## config.mk

```make
export PLATFORM = sky130hd
export DESIGN_NAME = alu_seq_ctrl
export DESIGN_NICKNAME = d
export VERILOG_FILES = /design/src/rtl/aseq_pkg.sv /design/src/rtl/aseq_sequencer.sv /design/src/rtl/aseq_addr_path.sv /design/src/rtl/aseq_alu.sv /design/src/rtl/aseq_data_path.sv /design/src/rtl/alu_seq_ctrl.sv
export SDC_FILE = /design/constraint.sdc
export NUM_CORES = 1
export LEC_CHECK = 0
export CAP_MARGIN = 10
export CORE_MARGIN = 3
export CORE_UTILIZATION = 52
export CTS_CLUSTER_DIAMETER = 60
export CTS_CLUSTER_SIZE = 30
export DETAILED_ROUTE_END_ITERATION = 8
export GPL_TIMING_DRIVEN = 0
export HOLD_SLACK_MARGIN = 0.12
export PLACE_DENSITY = 0.81
export SLEW_MARGIN = 10
export SYNTH_ARGS = -nofsm -noshare
export SYNTH_HDL_FRONTEND = slang
export SYNTH_SLANG_ARGS = --single-unit
export TNS_END_PERCENT = 5
```

## constraint.sdc

```tcl
create_clock -name clk -period 5.3 [get_ports clk]
set_input_delay 1.06 -clock clk [delete_from_list [all_inputs] [get_ports clk]]
set_output_delay 1.06 -clock clk [all_outputs]
set_load 0.1 [all_outputs]
```

## src/rtl/aseq_pkg.sv

```systemverilog
package aseq_pkg;

  typedef enum logic [1:0] {
    ST_FETCH  = 2'd0,
    ST_BUMP   = 2'd1,
    ST_COMMIT = 2'd2,
    ST_EXEC   = 2'd3
  } step_e;

  // function field of an ALU-class opcode; the order is decoded from the opcode
  typedef enum logic [2:0] {
    FN_ADD  = 3'd0,
    FN_INC  = 3'd1,
    FN_AND  = 3'd2,
    FN_OR   = 3'd3,
    FN_XOR  = 3'd4,
    FN_NOT  = 3'd5,
    FN_ROL  = 3'd6,
    FN_IDLE = 3'd7
  } alu_fn_e;

  // who places a value on a bus this step
  typedef struct packed {
    logic pc_to_abus;
    logic inc_to_abus;
    logic mem_to_dbus;
    logic alu_to_dbus;
  } drive_t;

  // who captures a bus value at the end of this step
  typedef struct packed {
    logic ir_ld;
    logic inc_ld;
    logic pc_ld;
    logic dst_ld;
    logic flag_ld;
  } capture_t;

  typedef struct packed {
    logic carry;
    logic zero;
    logic sign;
  } flags_t;

  localparam logic [3:0] ALU_CLASS = 4'b1000;

endpackage

```

## src/rtl/aseq_sequencer.sv

```systemverilog
module aseq_sequencer
  import aseq_pkg::*;
(
  input  logic     clk,
  input  logic     rst_n,
  input  logic     is_alu,
  input  alu_fn_e  alu_fn,
  output step_e    step,
  output drive_t   drive,
  output capture_t capture,
  output logic     mem_rd
);

  step_e step_q;
  logic  exec_writes;

  always_ff @(posedge clk) begin
    if (!rst_n) step_q <= ST_FETCH;
    else        step_q <= step_e'(step_q + 2'd1);
  end

  assign step        = step_q;
  assign exec_writes = is_alu && (alu_fn != FN_IDLE);

  always_comb begin
    drive   = '0;
    capture = '0;
    mem_rd  = 1'b0;
    unique case (step_q)
      ST_FETCH: begin
        drive.pc_to_abus  = 1'b1;
        drive.mem_to_dbus = 1'b1;
        capture.ir_ld     = 1'b1;
        mem_rd            = 1'b1;
      end
      ST_BUMP: begin
        drive.pc_to_abus = 1'b1;
        capture.inc_ld   = 1'b1;
      end
      ST_COMMIT: begin
        drive.inc_to_abus = 1'b1;
        capture.pc_ld     = 1'b1;
      end
      ST_EXEC: begin
        drive.alu_to_dbus = exec_writes;
        capture.dst_ld    = exec_writes;
        capture.flag_ld   = exec_writes;
      end
      default: ;
    endcase
  end

  assert_step_order_R2: assert property (@(posedge clk) disable iff (!rst_n)
    (step_q == ST_EXEC) |=> (step_q == ST_FETCH));

endmodule

```

## src/rtl/aseq_addr_path.sv

```systemverilog
module aseq_addr_path
  import aseq_pkg::*;
#(
  parameter int AW = 16
) (
  input  logic          clk,
  input  logic          rst_n,
  input  step_e         step,
  input  drive_t        drive,
  input  capture_t      capture,
  output logic [AW-1:0] addr_bus,
  output logic [AW-1:0] pc
);

  logic [AW-1:0] pc_q;
  logic [AW-1:0] inc_q;
  logic [AW-1:0] bumped;

  function automatic logic [AW-1:0] next_addr(input logic [AW-1:0] v);
    return v + {{(AW-1){1'b0}}, 1'b1};
  endfunction

  always_comb begin
    addr_bus = '0;
    if (drive.pc_to_abus)       addr_bus = pc_q;
    else if (drive.inc_to_abus) addr_bus = inc_q;
  end

  assign bumped = next_addr(addr_bus);

  always_ff @(posedge clk) begin
    if (!rst_n) begin
      pc_q  <= '0;
      inc_q <= '0;
    end else begin
      if (capture.inc_ld) inc_q <= bumped;
      if (capture.pc_ld)  pc_q  <= addr_bus;
    end
  end

  assign pc = pc_q;

  assert_one_addr_driver_R9: assert property (@(posedge clk) disable iff (!rst_n)
    $onehot0({drive.pc_to_abus, drive.inc_to_abus}));

  assert_pc_hold_R4: assert property (@(posedge clk) disable iff (!rst_n)
    (step != ST_COMMIT) |=> $stable(pc_q));

  assert_pc_advance_R5: assert property (@(posedge clk) disable iff (!rst_n)
    (step == ST_COMMIT && $past(step) == ST_BUMP) |=> (pc_q == AW'($past(pc_q) + 1'b1)));

endmodule

```

## src/rtl/aseq_alu.sv

```systemverilog
module aseq_alu
  import aseq_pkg::*;
#(
  parameter int DW = 8
) (
  input  alu_fn_e       fn,
  input  logic [DW-1:0] b,
  input  logic [DW-1:0] c,
  output logic [DW-1:0] result,
  output flags_t        flags
);

  // carry in the top bit, result below
  function automatic logic [DW:0] compute(input alu_fn_e f, input logic [DW-1:0] x,
                                          input logic [DW-1:0] y);
    logic [DW:0] r;
    unique case (f)
      FN_ADD:  r = {1'b0, x} + {1'b0, y};
      FN_INC:  r = {1'b0, x} + {{DW{1'b0}}, 1'b1};
      FN_AND:  r = {1'b0, x & y};
      FN_OR:   r = {1'b0, x | y};
      FN_XOR:  r = {1'b0, x ^ y};
      FN_NOT:  r = {1'b0, ~x};
      FN_ROL:  r = {1'b0, x[DW-2:0], x[DW-1]};
      default: r = '0;
    endcase
    return r;
  endfunction

  logic [DW:0] raw;

  assign raw         = compute(fn, b, c);
  assign result      = raw[DW-1:0];
  assign flags.carry = raw[DW];
  assign flags.zero  = (raw[DW-1:0] == '0);
  assign flags.sign  = raw[DW-1];

endmodule

```

## src/rtl/aseq_data_path.sv

```systemverilog
module aseq_data_path
  import aseq_pkg::*;
#(
  parameter int DW = 8
) (
  input  logic          clk,
  input  logic          rst_n,
  input  step_e         step,
  input  drive_t        drive,
  input  capture_t      capture,
  input  logic [DW-1:0] mem_rdata,
  input  logic          set_bc,
  input  logic [DW-1:0] b_in,
  input  logic [DW-1:0] c_in,
  output logic [DW-1:0] data_bus,
  output logic [DW-1:0] ir,
  output logic [DW-1:0] reg_a,
  output logic [DW-1:0] reg_d,
  output flags_t        flags,
  output logic          is_alu,
  output alu_fn_e       alu_fn
);

  localparam int CLS_HI = DW - 1;
  localparam int DST_BIT = 3;

  logic [DW-1:0] ir_q, a_q, b_q, c_q, d_q;
  flags_t        flg_q;
  logic [DW-1:0] alu_res;
  flags_t        alu_flg;
  logic          dst_is_d;

  assign is_alu   = (ir_q[CLS_HI -: 4] == ALU_CLASS);
  assign alu_fn   = alu_fn_e'(ir_q[2:0]);
  assign dst_is_d = ir_q[DST_BIT];

  aseq_alu #(.DW(DW)) u_alu (
    .fn     (alu_fn),
    .b      (b_q),
    .c      (c_q),
    .result (alu_res),
    .flags  (alu_flg)
  );

  always_comb begin
    data_bus = '0;
    if (drive.mem_to_dbus)      data_bus = mem_rdata;
    else if (drive.alu_to_dbus) data_bus = alu_res;
  end

  always_ff @(posedge clk) begin
    if (!rst_n) begin
      ir_q  <= '0;
      a_q   <= '0;
      b_q   <= '0;
      c_q   <= '0;
      d_q   <= '0;
      flg_q <= '0;
    end else begin
      if (capture.ir_ld) ir_q <= data_bus;
      if (capture.dst_ld) begin
        if (dst_is_d) d_q <= data_bus;
        else          a_q <= data_bus;
      end
      if (capture.flag_ld) flg_q <= alu_flg;
      if (set_bc) begin
        b_q <= b_in;
        c_q <= c_in;
      end
    end
  end

  assign ir    = ir_q;
  assign reg_a = a_q;
  assign reg_d = d_q;
  assign flags = flg_q;

  assert_one_data_driver_R9: assert property (@(posedge clk) disable iff (!rst_n)
    $onehot0({drive.mem_to_dbus, drive.alu_to_dbus}));

  assert_ir_hold_R3: assert property (@(posedge clk) disable iff (!rst_n)
    (step != ST_FETCH) |=> $stable(ir_q));

  assert_flags_only_exec_R7: assert property (@(posedge clk) disable iff (!rst_n)
    (step != ST_EXEC) |=> $stable(flg_q));

  assert_nonalu_keeps_R8: assert property (@(posedge clk) disable iff (!rst_n)
    (step == ST_EXEC && !is_alu) |=> ($stable(a_q) && $stable(d_q) && $stable(flg_q)));

endmodule

```

## src/rtl/alu_seq_ctrl.sv

```systemverilog
module alu_seq_ctrl
  import aseq_pkg::*;
#(
  parameter int AW = 16,
  parameter int DW = 8
) (
  input  logic          clk,
  input  logic          rst_n,
  input  logic          set_bc,
  input  logic [DW-1:0] b_in,
  input  logic [DW-1:0] c_in,
  input  logic [DW-1:0] mem_rdata,
  output logic          mem_rd,
  output logic [AW-1:0] addr_bus,
  output logic [DW-1:0] data_bus,
  output logic [1:0]    step_o,
  output logic [AW-1:0] pc_o,
  output logic [DW-1:0] ir_o,
  output logic [DW-1:0] reg_a_o,
  output logic [DW-1:0] reg_d_o,
  output logic          flag_c_o,
  output logic          flag_z_o,
  output logic          flag_s_o
);

  step_e    step;
  drive_t   drive;
  capture_t capture;
  logic     is_alu;
  alu_fn_e  alu_fn;
  flags_t   flags;

  aseq_sequencer u_seq (
    .clk     (clk),
    .rst_n   (rst_n),
    .is_alu  (is_alu),
    .alu_fn  (alu_fn),
    .step    (step),
    .drive   (drive),
    .capture (capture),
    .mem_rd  (mem_rd)
  );

  aseq_addr_path #(.AW(AW)) u_addr (
    .clk      (clk),
    .rst_n    (rst_n),
    .step     (step),
    .drive    (drive),
    .capture  (capture),
    .addr_bus (addr_bus),
    .pc       (pc_o)
  );

  aseq_data_path #(.DW(DW)) u_data (
    .clk       (clk),
    .rst_n     (rst_n),
    .step      (step),
    .drive     (drive),
    .capture   (capture),
    .mem_rdata (mem_rdata),
    .set_bc    (set_bc),
    .b_in      (b_in),
    .c_in      (c_in),
    .data_bus  (data_bus),
    .ir        (ir_o),
    .reg_a     (reg_a_o),
    .reg_d     (reg_d_o),
    .flags     (flags),
    .is_alu    (is_alu),
    .alu_fn    (alu_fn)
  );

  assign step_o   = step;
  assign flag_c_o = flags.carry;
  assign flag_z_o = flags.zero;
  assign flag_s_o = flags.sign;

endmodule

```

# Word level (Yosys, flattened, before mapping)
# Index checks and enable logic that the tools add are counted.
# W data, S select, Z words.
[word_totals] register_bits=77 inputBits=27 output_inout_bits=70 elab_cells=49
[op_classes] addsub=4 n_eq_ne=11 n_mux=11 bitwise_logic=5 reduce_logical=7
[op_table] cell="$pmux W9 S7" count=1
[op_table] cell="$mux W16" count=2
[op_table] cell="$add A16 B1 Y16 const B" count=1
[op_table] cell="$mux W8" count=2
[op_table] cell="$add A8 B1 Y9 const B" count=1
[op_table] cell="$add A8 B8 Y9" count=1
[op_table] cell="$eq A3 B3 Y1 const B" count=3
[op_table] cell="$and A8 B8 Y8" count=1
[op_table] cell="$logic_not A8 Y1" count=1
[op_table] cell="$not A8 Y8" count=1
[op_table] cell="$or A8 B8 Y8" count=1
[op_table] cell="$xor A8 B8 Y8" count=1
[op_table] cell="$eq A3 B2 Y1 const B" count=2
[op_table] cell="$mux W1" count=5
[op_table] cell="$eq A2 B2 Y1 const B" count=2
[op_table] cell="$eq A4 B4 Y1 const B" count=1
[op_table] cell="$reduce_and A2 Y1" count=2
[op_table] cell="$eq A3 B1 Y1 const B" count=1
[op_table] cell="$logic_not A3 Y1" count=1
[op_table] cell="$ne A3 B3 Y1 const B" count=1
[op_table] cell="$add A2 B1 Y2 const B" count=1
[op_table] cell="$eq A2 B1 Y1 const B" count=1
[op_table] cell="$logic_not A2 Y1" count=1
[op_table] cell="$mux W2" count=1
[op_table] cell="other kinds (3)" count=3

# Logic depth before layout (Yosys ltp)
[depth] ltp_word=5 depth_mapped=13 ltp_nobuf=11

# By module
# From an unflattened synthesis, not the netlist that was laid out.
[hier_totals] hier_cells=570 hier_area_um2=5042.3
[by_module_without_submodules] module="aseq_addr_path" instances=1 cells_per_inst=238 area_each_um2=1944.4 seq_area_each_um2=640.6
[by_module_without_submodules] module="aseq_data_path" instances=1 cells_per_inst=165 area_each_um2=1811.7 seq_area_each_um2=860.8
[by_module_without_submodules] module="aseq_alu" instances=1 cells_per_inst=149 area_each_um2=1122.3 seq_area_each_um2=0.0
[by_module_without_submodules] module="aseq_sequencer" instances=1 cells_per_inst=18 area_each_um2=163.9 seq_area_each_um2=40.0

# Least setup slack after synthesis
# No wires, ideal clock.
[synth_timing] path_type="flip-flop to output port" from="register u_data.ir_q[1] (netlist: u_data.ir[1])" to="output port data_bus[4]" arrival_ns=5.447 required_time_ns=4.240 slack_ns=-1.207 stages_incl_launch_ff=12 n_path_buf=2 path_cell_list="dfxtp_1 -> clkbuf_1 -> nor2_1 -> and2_1 -> clkbuf_1 -> or2_2 -> ha_1 -> fa_1 -> a211oi_1 -> o21a_1 -> a22oi_1 -> o21ai_0"
[synth_via] elab_chain_len=5 word_cells_on_any_way=13 cone_classes="eq/ne (7); mux (4); reduce/logical (2)"
[synth_lines] item="start, declared" line_no="aseq_data_path.sv:27" source="logic [DW-1:0] ir_q, a_q, b_q, c_q, d_q;"
[synth_lines] item="start signal, assigned" line_no="aseq_data_path.sv:60" source="if (capture.ir_ld) ir_q <= data_bus;"
[synth_lines] item="parallel branches: the longest is 3 deep, another holds $pmux W9 S7"
[synth_lines] item="$mux W8 (*)" line_no="aseq_data_path.sv:48" source="else if (drive.alu_to_dbus) data_bus = alu_res;"
[synth_lines] item="$mux W8 (*)" line_no="aseq_data_path.sv:47" source="if (drive.mem_to_dbus) data_bus = mem_rdata;"
[synth_lines] item="end, declared" line_no="alu_seq_ctrl.sv:15" source="output logic [DW-1:0] data_bus,"
# Every way passes the cells marked *.

# Worst setup path after layout
[layout_timing] from="register u_data.ir_q[0] (netlist: u_data.ir[0])" to="output port data_bus[5]"
# The elaborated chain is that of the path after synthesis.

==> flow_summary.toml <==
[final_layout]
diodes = 0
area_delta_synth_final_pct = 27.63
drive_gt1_frac = 0.06626
fin_nets = 701
stdcell_count = 754

[clock_network]
tritoncts = "yes"
clockRootBuffer = "clkbuf_8"
htree_num_levels = 3
ctsLongestPathBuffers = 2
numCtsBuffers = 9
ctsHoldBuffers = 0
cts.sinks = 77
cts.clk_slew.worst_paths_ns = 0.10
clk_latency_ns = 0.36
cts_setup_buffers = 0

[worst_setup_path]
max_stage_delay_ns = 0.87
crit_path_cell_trace = "clkbuf_1 -> and2_1 -> clkbuf_1 -> nor2_1 -> ha_1 -> a211oi_1 -> o21ba_2 -> mux2i_1 -> a211o_1 -> a22oi_1 -> inv_1 -> dlygate4sd2_1"
reg2reg_depth = 12
cp-startpoint = "u_data.ir[0]"
cp_data_arrival_time_ns = 4.10
crit_type = "reg2out"
crit_top_cell = "clkbuf_1"
worst-path-stages = 12
end_kind = "output pin"
r2r_start = "u_data.ir[1]"
path_buf_inv = 4
r2r_slack_ns = 1.79
crit_end = "data_bus[5]"
r2r_end = "u_data.reg_a[6]"
crit_path_start_kind = "flip-flop"
crit_required_ns = 4.24
cp_max_fo = 9
slowest_stage = "dlygate4sd2_1"
cpLargestDelayFamily = "buffers and inverters"

[global_route]
antenna_found_initial = 0
gr-total-overflow = 0
grt_usage = 0.2682
grt_start_max_net_pins = 16
grt_pass1_wl_um = 21420
grt_pass1_vias = 4435

[logic_synthesis]
syn-mean-instance-area_sq_um = 8.417
synth-edff-count = 0
synth_seq_cells = 77
netlist.area_leader.share = 0.3398
synthFlopType = "dfxtp_1"
synth_cell_types = 60
yosys_warnings = 0
synth-async-reset-ratio = 0
synth_top_area_cell = "dfxtp_1"
yosys-top-cells-area = "dfxtp_1 (34%), mux2i_1 (9.0%), ha_1 (8.0%)"
netlist_area_sq_um = 4537
synthCells = 539
ys_seq_area_frac = 0.3398
syn_nets = 596

[die]
core_sq_um = 8341
row_count = 33
die_w_um = 99.41
die_height_um = 99.41
io_pins = 97
dieArea_sq_um = 9881
start_util = 0.5440

[sta]
fin_setup_tns_ns = 0
hold-worst-slack_ns = 0.4939
final_max_slew_viol_count = 0
rsz0062_at_grt = "true"
finalSetupViolations = 0
max_slew_margin = 0.3293
finalHoldViolations = 0
timing.final.crit_share = 0.9740
max_freq_mhz = 193.7
fin_skew_ns = 0.01236
tightest_slew_ns = 1.003
post-route-min-period_ns = 5.162

[detailed_routing]
drt-initial-drc-count = 297
vias_per_cell = 5.963
drc = 0
drt_first_pass_iters = 5
final_antenna_net_count = 0
wl_per_cell_um = 17.53
wirelength_um = 13220
dr_total_vias = 4496

[power_and_ir_drop]
p_per_area_nw_per_um2 = 276.7
ir_drop_mv = 0.1538
power.total_uw = 1602
power.leakage_uw = 0.002253

[placement]
io_buffers = 95
place_hpwl_um = 9858
gp_congestion = 0.9579
place_inst = 739

[run]
drv_cap = 0

[hold_path]
hp-class = "reg2reg"

[outcome]
status = "finished, final reports clean"
==> placed cells by master, fill, tap and decap left out, types with 20 or more instances in the layout <==
cell type        synthesis  layout
clkbuf_1                26      25
nor2_1                  75      75
nand3_1                 20      20
clkdlybuf4s50_1          0      89
nand2_1                 22      22
mux2i_1                 41      41
a21oi_1                 21      21
dfxtp_1                 77      76
ha_1                    29      29
o21ai_0                 29      26
inv_1                   30      30
==> cells in the mapped netlist, drive strengths merged (3+ instances only) <==
master and instances:
dfxtp 77, nor2 75, o21ai 42, mux2i 41, inv 30, ha 29, clkbuf 26, nand2 22
a21oi 21, nand3 21, a211oi 19, nand2b 15, buf 12, a22oi 7, a311oi 7, xnor2 7
nand3b 6, nand4bb 6, a31oi 5, o2111ai 5, and2 4, mux2 4, o21a 4, a221o 3
and3 3, nand4 3, nor2b 3, nor3 3, nor4 3, o22ai 3, o311ai 3
==> metrics by stage <==
| step | util | instance area [sq um] | setup slack, ns |
|---|---|---|---|
| floorplan | - | 4541 | -0.3233 |
| global placement | 0.6742 | 5623 | -0.4794 |
| detailed placement | 0.6742 | 5623 | -0.4519 |
| CTS | 0.6952 | 5798 | -0.01668 |
| global route | 0.6943 | 5791 | -0.06122 |
| finish | 0.6943 | 5791 | 0.1376 |
==> area by class of cell <==
cell class	instances	area, sq um
clock buffers	9	123.9
inverters	32	120.1
multi-input cells	392	2704
plain buffers	37	176.4
flip-flops and latches	77	1543
fillers	721	2550
well taps	105	131.4
clock inverters	7	58.81
repair buffers	95	933.4
==> where the power goes <==
| group | total, uW | switching [uW] | internal (uW) | leakage, uW |
|---|---|---|---|---|
| logic | 538 | 382 | 156 | 0.00153 |
| clock network | 429 | 252 | 177 | 0.0000917 |
| registers | 636 | 29.9 | 606 | 0.000629 |
| total | 1600 | 664 | 938 | 0.00225 |
==> registers in the layout, indices dropped and copies added (netlist names) <==
name          flops
u_addr.inc_q     16
u_addr.pc        16
u_data.b_q        8
u_data.c_q        8
u_data.flags      3
u_data.ir         8
u_data.reg_a      8
u_data.reg_d      8
u_seq.step        2
==> metal layers <==
metal | vias to the layer above | global-route usage | routed length (um)
met4 | 0 | 0.1229 | 402
met3 | 34 | 0.05820 | 978
met5 | - | 0 | 0
li1 | 2149 | - | -
met1 | 2091 | 0.3336 | 5510
met2 | 222 | 0.4437 | 6326
==> worst min-delay path: cells and delay by family, from the launching register on <==
kind | cells | cell delay [ns]
AOI/OAI and AO/OA | 1 | 0.06
and+or+nand+nor | 1 | 0.07
DFF | 1 | 0.32
==> cells by family after synthesis <==
family,Yosys count,synth area share
flip-flops,77,0.3398
adder cells (fa/ha/maj),30,0.08439
XOR/XNOR,9,0.01738
multiplexers,45,0.1004
AND/OR/NAND/NOR,171,0.1867
AO/OA/AOI/OAI,137,0.2052
buffers and inverters,70,0.06619
==> worst min path at each step <==
stage	slack [ns]	cells past startpoint	endpoint	from
6_report	0.49	2	u_addr.inc_q[7]	u_addr.inc_q[7]
2_1_floorplan	0.45	2	u_addr.inc_q[7]	u_addr.inc_q[7]
5_1_grt	0.51	2	u_addr.inc_q[11]	u_addr.inc_q[11]
3_5_place_dp	0.48	2	u_addr.inc_q[0]	u_addr.inc_q[0]
3_3_place_gp	0.46	2	u_addr.inc_q[7]	u_addr.inc_q[7]
4_1_cts	0.49	2	u_addr.inc_q[2]	u_addr.inc_q[2]
==> timing repair <==
item,in CTS,in global routing
gates cloned,0,0
endpoints found under the setup margin,7,5
resized for setup,9,8
No activity file was read; power rests on OpenSTA's default activity.
